--- config.mk ---
export PLATFORM = sky130hd
export DESIGN_NAME = act_timing_tracker
export DESIGN_NICKNAME = d
export VERILOG_FILES = /design/src/rtl/act_trk_pkg.sv /design/src/rtl/trk_sat_cnt.sv /design/src/rtl/trk_act_window.sv /design/src/rtl/act_timing_tracker.sv
export SDC_FILE = /design/constraint.sdc
export NUM_CORES = 1
export LEC_CHECK = 0
export BUFFER_PORTS_ARGS = -buffer_cell sky130_fd_sc_hd__buf_2
export CELL_PAD_IN_SITES_DETAIL_PLACEMENT = 1
export CELL_PAD_IN_SITES_GLOBAL_PLACEMENT = 2
export CORE_UTILIZATION = 37
export DETAILED_ROUTE_END_ITERATION = 12
export HOLD_SLACK_MARGIN = 0.08
export PLACE_DENSITY_LB_ADDON = 0.1
export SLEW_MARGIN = 20
export SYNTH_ARGS = -nofsm -noshare
export SYNTH_HDL_FRONTEND = slang
export SYNTH_SLANG_ARGS = --single-unit
--- constraint.sdc ---
create_clock -name clk_i -period 2.6 [get_ports clk_i]
set_input_delay 0.26 -clock clk_i [delete_from_list [all_inputs] [get_ports clk_i]]
set_output_delay 0.26 -clock clk_i [all_outputs]
set_load 0.01 [all_outputs]
--- src/rtl/act_trk_pkg.sv ---
package act_trk_pkg;
  typedef enum logic [1:0] {
    CMD_NOP    = 2'd0,
    CMD_ACT    = 2'd1,
    CMD_PRE    = 2'd2,
    CMD_PREALL = 2'd3
  } cmd_e;

  // field positions are fixed by the configuration word
  typedef struct packed {
    logic [3:0] pre_pre;
    logic [5:0] win_len;
    logic       win_off;
    logic [3:0] act_act;
    logic [3:0] pre_act;
    logic [3:0] preall_act;
    logic [6:0] rsvd;
    logic [1:0] spare;
  } cfg_t;
endpackage

--- src/rtl/trk_sat_cnt.sv ---
module trk_sat_cnt #(
  parameter int W = 6
) (
  input  logic         clk_i,
  input  logic         rst_ni,
  input  logic         clr_i,
  output logic [W-1:0] cnt_o
);
  localparam logic [W-1:0] MAX = '1;

  // elapsed cycles since last event; reset reads as "long ago"
  always_ff @(posedge clk_i or negedge rst_ni) begin
    if (!rst_ni)            cnt_o <= MAX;
    else if (clr_i)         cnt_o <= W'(1);
    else if (cnt_o != MAX)  cnt_o <= cnt_o + 1'b1;
  end

  AST_CNT_HOLD_MAX: assert property (@(posedge clk_i) disable iff (!rst_ni)
    (cnt_o == MAX && !clr_i) |=> (cnt_o == MAX));
  AST_CNT_RESTART: assert property (@(posedge clk_i) disable iff (!rst_ni)
    clr_i |=> (cnt_o == W'(1)));
endmodule

--- src/rtl/trk_act_window.sv ---
module trk_act_window #(
  parameter int W     = 6,
  parameter int DEPTH = 4
) (
  input  logic         clk_i,
  input  logic         rst_ni,
  input  logic         act_i,
  input  logic [W-1:0] win_len_i,
  input  logic         win_off_i,
  output logic         ok_o
);
  localparam logic [W-1:0] MAX = '1;

  logic [W-1:0] age_q [DEPTH];

  function automatic logic [W-1:0] inc_sat(input logic [W-1:0] v);
    return (v == MAX) ? v : v + 1'b1;
  endfunction

  for (genvar i = 0; i < DEPTH; i++) begin : g_slot
    always_ff @(posedge clk_i or negedge rst_ni) begin
      if (!rst_ni)    age_q[i] <= MAX;
      else if (act_i) age_q[i] <= (i == 0) ? W'(1) : inc_sat(age_q[(i == 0) ? 0 : i-1]);
      else            age_q[i] <= inc_sat(age_q[i]);
    end
    if (i > 0) begin : g_ord
      AST_WIN_AGE_ORDER: assert property (@(posedge clk_i) disable iff (!rst_ni)
        age_q[i] >= age_q[i-1]);
    end
  end

  // oldest of the last DEPTH activates must be out of the window
  assign ok_o = win_off_i || (age_q[DEPTH-1] >= win_len_i);
endmodule

--- src/rtl/act_timing_tracker.sv ---
module act_timing_tracker
  import act_trk_pkg::*;
#(
  parameter int NUM_RANKS = 2,
  parameter int NUM_BANKS = 8,
  parameter int WIN_DEPTH = 4,
  parameter int CNT_W     = 6,
  localparam int RANK_W   = (NUM_RANKS > 1) ? $clog2(NUM_RANKS) : 1,
  localparam int BANK_W   = (NUM_BANKS > 1) ? $clog2(NUM_BANKS) : 1
) (
  input  logic              clk_i,
  input  logic              rst_ni,
  input  logic [31:0]       cfg_i,
  input  logic              issue_vld_i,
  input  logic [1:0]        issue_cmd_i,
  input  logic [RANK_W-1:0] issue_rank_i,
  input  logic [BANK_W-1:0] issue_bank_i,
  input  logic [RANK_W-1:0] cand_rank_i,
  input  logic [BANK_W-1:0] cand_bank_i,
  output logic              grant_act_o,
  output logic              grant_pre_o
);
  cfg_t cfg;
  cmd_e cmd;
  assign cfg = cfg_t'(cfg_i);
  assign cmd = cmd_e'(issue_cmd_i);

  logic unused_cfg;
  assign unused_cfg = ^{cfg.rsvd, cfg.spare};

  logic [CNT_W-1:0] pp_cnt [NUM_RANKS];
  logic [CNT_W-1:0] aa_cnt [NUM_RANKS];
  logic [CNT_W-1:0] pa_cnt [NUM_RANKS];
  logic [CNT_W-1:0] bk_cnt [NUM_RANKS][NUM_BANKS];
  logic             win_ok [NUM_RANKS];

  for (genvar r = 0; r < NUM_RANKS; r++) begin : g_rank
    logic hit, is_act, is_pre, is_all;
    assign hit    = issue_vld_i && (issue_rank_i == RANK_W'(r));
    assign is_act = hit && (cmd == CMD_ACT);
    assign is_pre = hit && (cmd == CMD_PRE);
    assign is_all = hit && (cmd == CMD_PREALL);

    trk_sat_cnt #(.W(CNT_W)) i_pp (
      .clk_i, .rst_ni, .clr_i(is_pre || is_all), .cnt_o(pp_cnt[r]));
    trk_sat_cnt #(.W(CNT_W)) i_aa (
      .clk_i, .rst_ni, .clr_i(is_act), .cnt_o(aa_cnt[r]));
    trk_sat_cnt #(.W(CNT_W)) i_pa (
      .clk_i, .rst_ni, .clr_i(is_all), .cnt_o(pa_cnt[r]));

    for (genvar b = 0; b < NUM_BANKS; b++) begin : g_bank
      trk_sat_cnt #(.W(CNT_W)) i_bk (
        .clk_i, .rst_ni,
        .clr_i(is_all || (is_pre && (issue_bank_i == BANK_W'(b)))),
        .cnt_o(bk_cnt[r][b]));
    end

    trk_act_window #(.W(CNT_W), .DEPTH(WIN_DEPTH)) i_win (
      .clk_i, .rst_ni, .act_i(is_act),
      .win_len_i(CNT_W'(cfg.win_len)), .win_off_i(cfg.win_off),
      .ok_o(win_ok[r]));
  end

  assign grant_pre_o = pp_cnt[cand_rank_i] >= CNT_W'(cfg.pre_pre);
  assign grant_act_o = (aa_cnt[cand_rank_i] >= CNT_W'(cfg.act_act))
                    && (bk_cnt[cand_rank_i][cand_bank_i] >= CNT_W'(cfg.pre_act))
                    && (pa_cnt[cand_rank_i] >= CNT_W'(cfg.preall_act))
                    && win_ok[cand_rank_i];

  AST_PRE_GAP: assert property (@(posedge clk_i) disable iff (!rst_ni)
    (issue_vld_i && (cmd == CMD_PRE || cmd == CMD_PREALL) && cfg.pre_pre > 4'd1)
    |=> (cand_rank_i != $past(issue_rank_i) || cfg_i != $past(cfg_i) || !grant_pre_o));
  AST_ACT_GAP: assert property (@(posedge clk_i) disable iff (!rst_ni)
    (issue_vld_i && cmd == CMD_ACT && cfg.act_act > 4'd1)
    |=> (cand_rank_i != $past(issue_rank_i) || cfg_i != $past(cfg_i) || !grant_act_o));
  AST_BANK_GAP: assert property (@(posedge clk_i) disable iff (!rst_ni)
    (issue_vld_i && cmd == CMD_PRE && cfg.pre_act > 4'd1)
    |=> (cand_rank_i != $past(issue_rank_i) || cand_bank_i != $past(issue_bank_i)
         || cfg_i != $past(cfg_i) || !grant_act_o));
  AST_ALL_GAP: assert property (@(posedge clk_i) disable iff (!rst_ni)
    (issue_vld_i && cmd == CMD_PREALL && cfg.preall_act > 4'd1)
    |=> (cand_rank_i != $past(issue_rank_i) || cfg_i != $past(cfg_i) || !grant_act_o));
endmodule

==> qor.csv <==
stage;metric;value;unit
run_status;status;complete, but fails checks;
run_status;violations;setup timing;
min_path;min_path_type;primary input to flop;
critical_path;crit_type;flop to output port;
route;antenna_left;0;
floorplan;die_w;172;microns
critical_path;critical_path.max_fanout;2;
flow_run;max_cap_viol_count;0;
logic_synthesis;synth_fp_nets;1168;
floorplan;die_area;29500;sq um
floorplan;initial_core_util;37.9;%
critical_path;cp_data_arrival_time;3.01;ns
power_and_ir_drop;p_seq_share;42.3;%
layout;regArea;4730;sq um
logic_synthesis;synth_cell_types;46;
sta;drv_slew;0;
logic_synthesis;syn_inst;1065;
clock_network;clockBufferDepth;2;
route;wl;27500;microns
sta;rsz0062_at_grt;yes;
critical_path;max_stage_delay;0.49;ns
layout;drive_above_1_share;32.6;%
logic_synthesis;synth_xor_area_share;4.77;%
placed_design;dp_hpwl;20300;microns
placed_design;routabilityCongestion;0.815;
min_path;min_from;issue_cmd_i[0];
logic_synthesis;yosysTopAreaCellShare;44.4;%
layout;layout.cells.non_filler;1559;
critical_path;startpoint_type;flop;
clock_network;numCtsBuffers;17;
clock_network;htreeDepth;4;
logic_synthesis;synth_simple_gate_area_share;19.1;%
clock_network;clock_sinks;180;
logic_synthesis;syn-cell-area;10700;sq um
sta;skew;0.0149;ns
sta;hold_viol;0;
logic_synthesis;synth-seq-cells;180;
power_and_ir_drop;p_comb_share;41.3;%
critical_path;critPathMostFrequentCell;mux4_2;
power_and_ir_drop;p_leak;0.00524;uW
route;vias;8347;
logic_synthesis;synth_flop_cell;dfstp_2;
logic_synthesis;synth-edff-count;0;
route;drcViolationCount;0;
logic_synthesis;yosys.area.top_type;dfstp_2;
critical_path;end_kind;output port;
clock_network;root_buffer;clkbuf_16;
logic_synthesis;yosysWarnings;0;
layout;nFillCells;3192;
sta;fmax;306;MHz
critical_path;path_buf_inv;2;
route;dr.pass1.iters;4;
layout;antenna_cells;0;
power_and_ir_drop;peakVddDrop;496;uV
critical_path;r2r_start;g_rank[0].i_win.age_q[0];
power_and_ir_drop;p_per_area;1270;nW/um^2
global_route;first_global_vias;8773;
logic_synthesis;async_flop_share;100;%
logic_synthesis;synth_top_cells_by_area;dfstp_2 44%, ha_1 6.8%, mux2i_1 5.4%;
global_route;grt.total_usage;20.1;%
critical_path;path_delay_family;multiplexers;
route;post_drt_wl_per_cell;17.6;microns
sta;worst_slew_pin_slew;0.881;ns
layout;final_nets;1271;
logic_synthesis;ys_seq_area_share;44.4;%
floorplan;pin_count;47;
floorplan;core;28100;sq um
logic_synthesis;synth_fa_ha_area_share;6.81;%
power_and_ir_drop;switching_share;36.9;%
global_route;grt_pass1_wl;45900;microns
critical_path;cp_cell_sequence;mux4_2, mux4_2, inv_2, ha_4, nand2b_4, a211o_1, a21oi_2, o21ai_2, and4_1, buf_2;
placed_design;placedCellCount;1526;
power_and_ir_drop;power.switching;5840;uW
power_and_ir_drop;p_clk_share;16.4;%
floorplan;die_h;172;microns
critical_path;critPathSlowestCell;mux4_2;
floorplan;rows;61;
global_route;antenna_found_initial;1;
logic_synthesis;synth.avg_cell_area;10.0;sq um
sta;min_period;3.27;ns
sta;finalSetupViolCount;1;
layout;multi_input_area;5660;sq um
logic_synthesis;synth_top_family_by_area;simple AND/OR/NAND/NOR gates;
sta;fin_ws;-0.671;ns
layout;syn_to_final_growth;16.7;%
sta;maxSlewHeadroom;41.3;%
clock_network;post-cts-setup-buffers;0;
global_route;overflow;0;
sta;fin_crit_sh;126;%
route;dr.first_iter.drc_count;345;
clock_network;clk_pin_slew;0.08;ns
logic_synthesis;synth_compound_area_share;11.2;%
critical_path;crit_start;g_rank[1].g_bank[3].i_bk.cnt_o[0];
logic_synthesis;synth_mux_area_share;11.2;%
route;routed_via_density;5.35;
global_route;grt_max_degree;56;
placed_design;place.port_buffers;37;
critical_path;critPathRequiredTime;2.34;ns
clock_network;tritoncts;built;
power_and_ir_drop;internal_power;9980;uW
clock_network;clock_latency;0.45;ns
layout;fin_util;44.3;%
logic_synthesis;synthTopCellsByCount;180 x dfstp_2, 112 x nor2_1, 73 x o21ai_0;
logic_synthesis;synth.most_common_cell;dfstp_2;
## kinds of logic (layout without fill, tap and decap cells)
group / count (synthesis) / count (layout)
AOI/OAI and AO/OA: 202 / 202
xor gates and xnor gates: 58 / 58
adders and majority gates: 58 / 58
buffers and inverters: 70 / 186
DFF: 180 / 180
muxes: 89 / 89
and+or+nand+nor: 408 / 408
## power by group through the flow
stage | combinational [uW] | clock [uW] | sequential [uW]
CTS | 6610 | 2710 | 6710
detailed placement | 6520 | 0 | 6730
global route | 7450 | 2810 | 6960
global placement | 6360 | 0 | 6660
floorplan | 4270 | 0 | 6500
finish | 6530 | 2590 | 6700
## tightest hold or removal path: cells and delay by family
kind,cells,cell delay (ns)
buf+inv,1,0.20
simple gates,2,0.19
## cell usage in the layout, fill, tap and decap left out, types with 3 or more instances in the layout
master     synthesis  final
inv_6              0      4
buf_12             0      3
nor3_1            38     38
inv_1             32     31
nand3_1           60     60
mux4_1             9      4
a211oi_1           6      6
mux4_2            11     16
a21oi_1           35     34
nand3b_1          13     13
ha_1              58     57
nand4_1            3      3
and2_1             7      7
mux2_2            11     11
o21ai_0           73     72
xnor2_1           39     39
o211ai_1           3      3
xor2_1            19     19
and3_1            33     33
a31oi_1           60     60
buf_4              0     81
nor3b_1           29     29
clkbuf_16          0     17
mux2i_1           58     58
nor2b_1            3      3
a2111oi_0          4      4
o21a_1             9      9
or2_2             19     19
buf_2              3     35
nor2_1           112    112
clkinv_4           0      4
dfstp_2          180    180
nand2b_1          13     12
nand2_1           70     70
## area by class of cell
type	count	area share [%]
clock buffers	21	3.70
clock inverters	11	0.926
inverters	32	0.966
multi-input cells	815	45.5
flip-flops and latches	180	38.0
well taps	378	3.80
repair buffers	122	7.01
## flip-flops by register name, summed over array words and instances, names as in the netlist
register	flops
g_rank.g_bank.i_bk.cnt_o	96
g_rank.i_aa.cnt_o	12
g_rank.i_pa.cnt_o	12
g_rank.i_pp.cnt_o	12
g_rank.i_win.age_q	48
## final timing paths
| kind | depth (start not counted) | slack (ns) | to |
|---|---|---|---|
| worst max-delay path | 10 | -0.67 | grant_act_o |
| worst min-delay path | 3 | 0.21 | g_rank[1].i_pa.cnt_o[0] |
| worst max register to register | 6 | 0.75 | g_rank[0].i_win.age_q[1] |
| worst min register to register | 2 | 0.53 | g_rank[1].g_bank[7].i_bk.cnt_o[5] |
| max in group asynchronous | 3 | 1.42 | g_rank[0].g_bank[6].i_bk.cnt_o[3] |
| min in group asynchronous | 2 | 0.60 | g_rank[1].i_aa.cnt_o[3] |
## metal layers
| metal | wire, microns | GRT usage, % | vias up |
|---|---|---|---|
| li1 | - | - | 4061 |
| met1 | 13500 | 27.4 | 4195 |
| met2 | 13200 | 33.3 | 76 |
| met3 | 613 | 3.24 | 15 |
| met4 | 220 | 4.31 | 0 |
| met5 | 0 | 0 | - |
## per-stage QoR
step                      hold slack (ns)  cell area [sq um]  setup WS, ns  total power, uW  setup TNS (ns)
after floorplan                     0.112              10700        0.0102            10800               0
after CTS                           0.180              12400        -0.732            16000          -0.732
after global placement              0.505              11800        -0.699            13000          -0.699
final                               0.213              12400        -0.671            15800          -0.671
after detailed placement            0.527              11800        -0.733            13300          -0.733
after global routing                0.209              12400        -0.790            17200          -0.790
## repair_timing
action                     in CTS  in global routing
hold buffers                    1                  0
setup endpoints to repair       1                  1
hold endpoints to repair       38                  0
pin swaps                       0                  1
resized for setup               4                  6
Note: power is estimated with default switching activity, not from simulation.
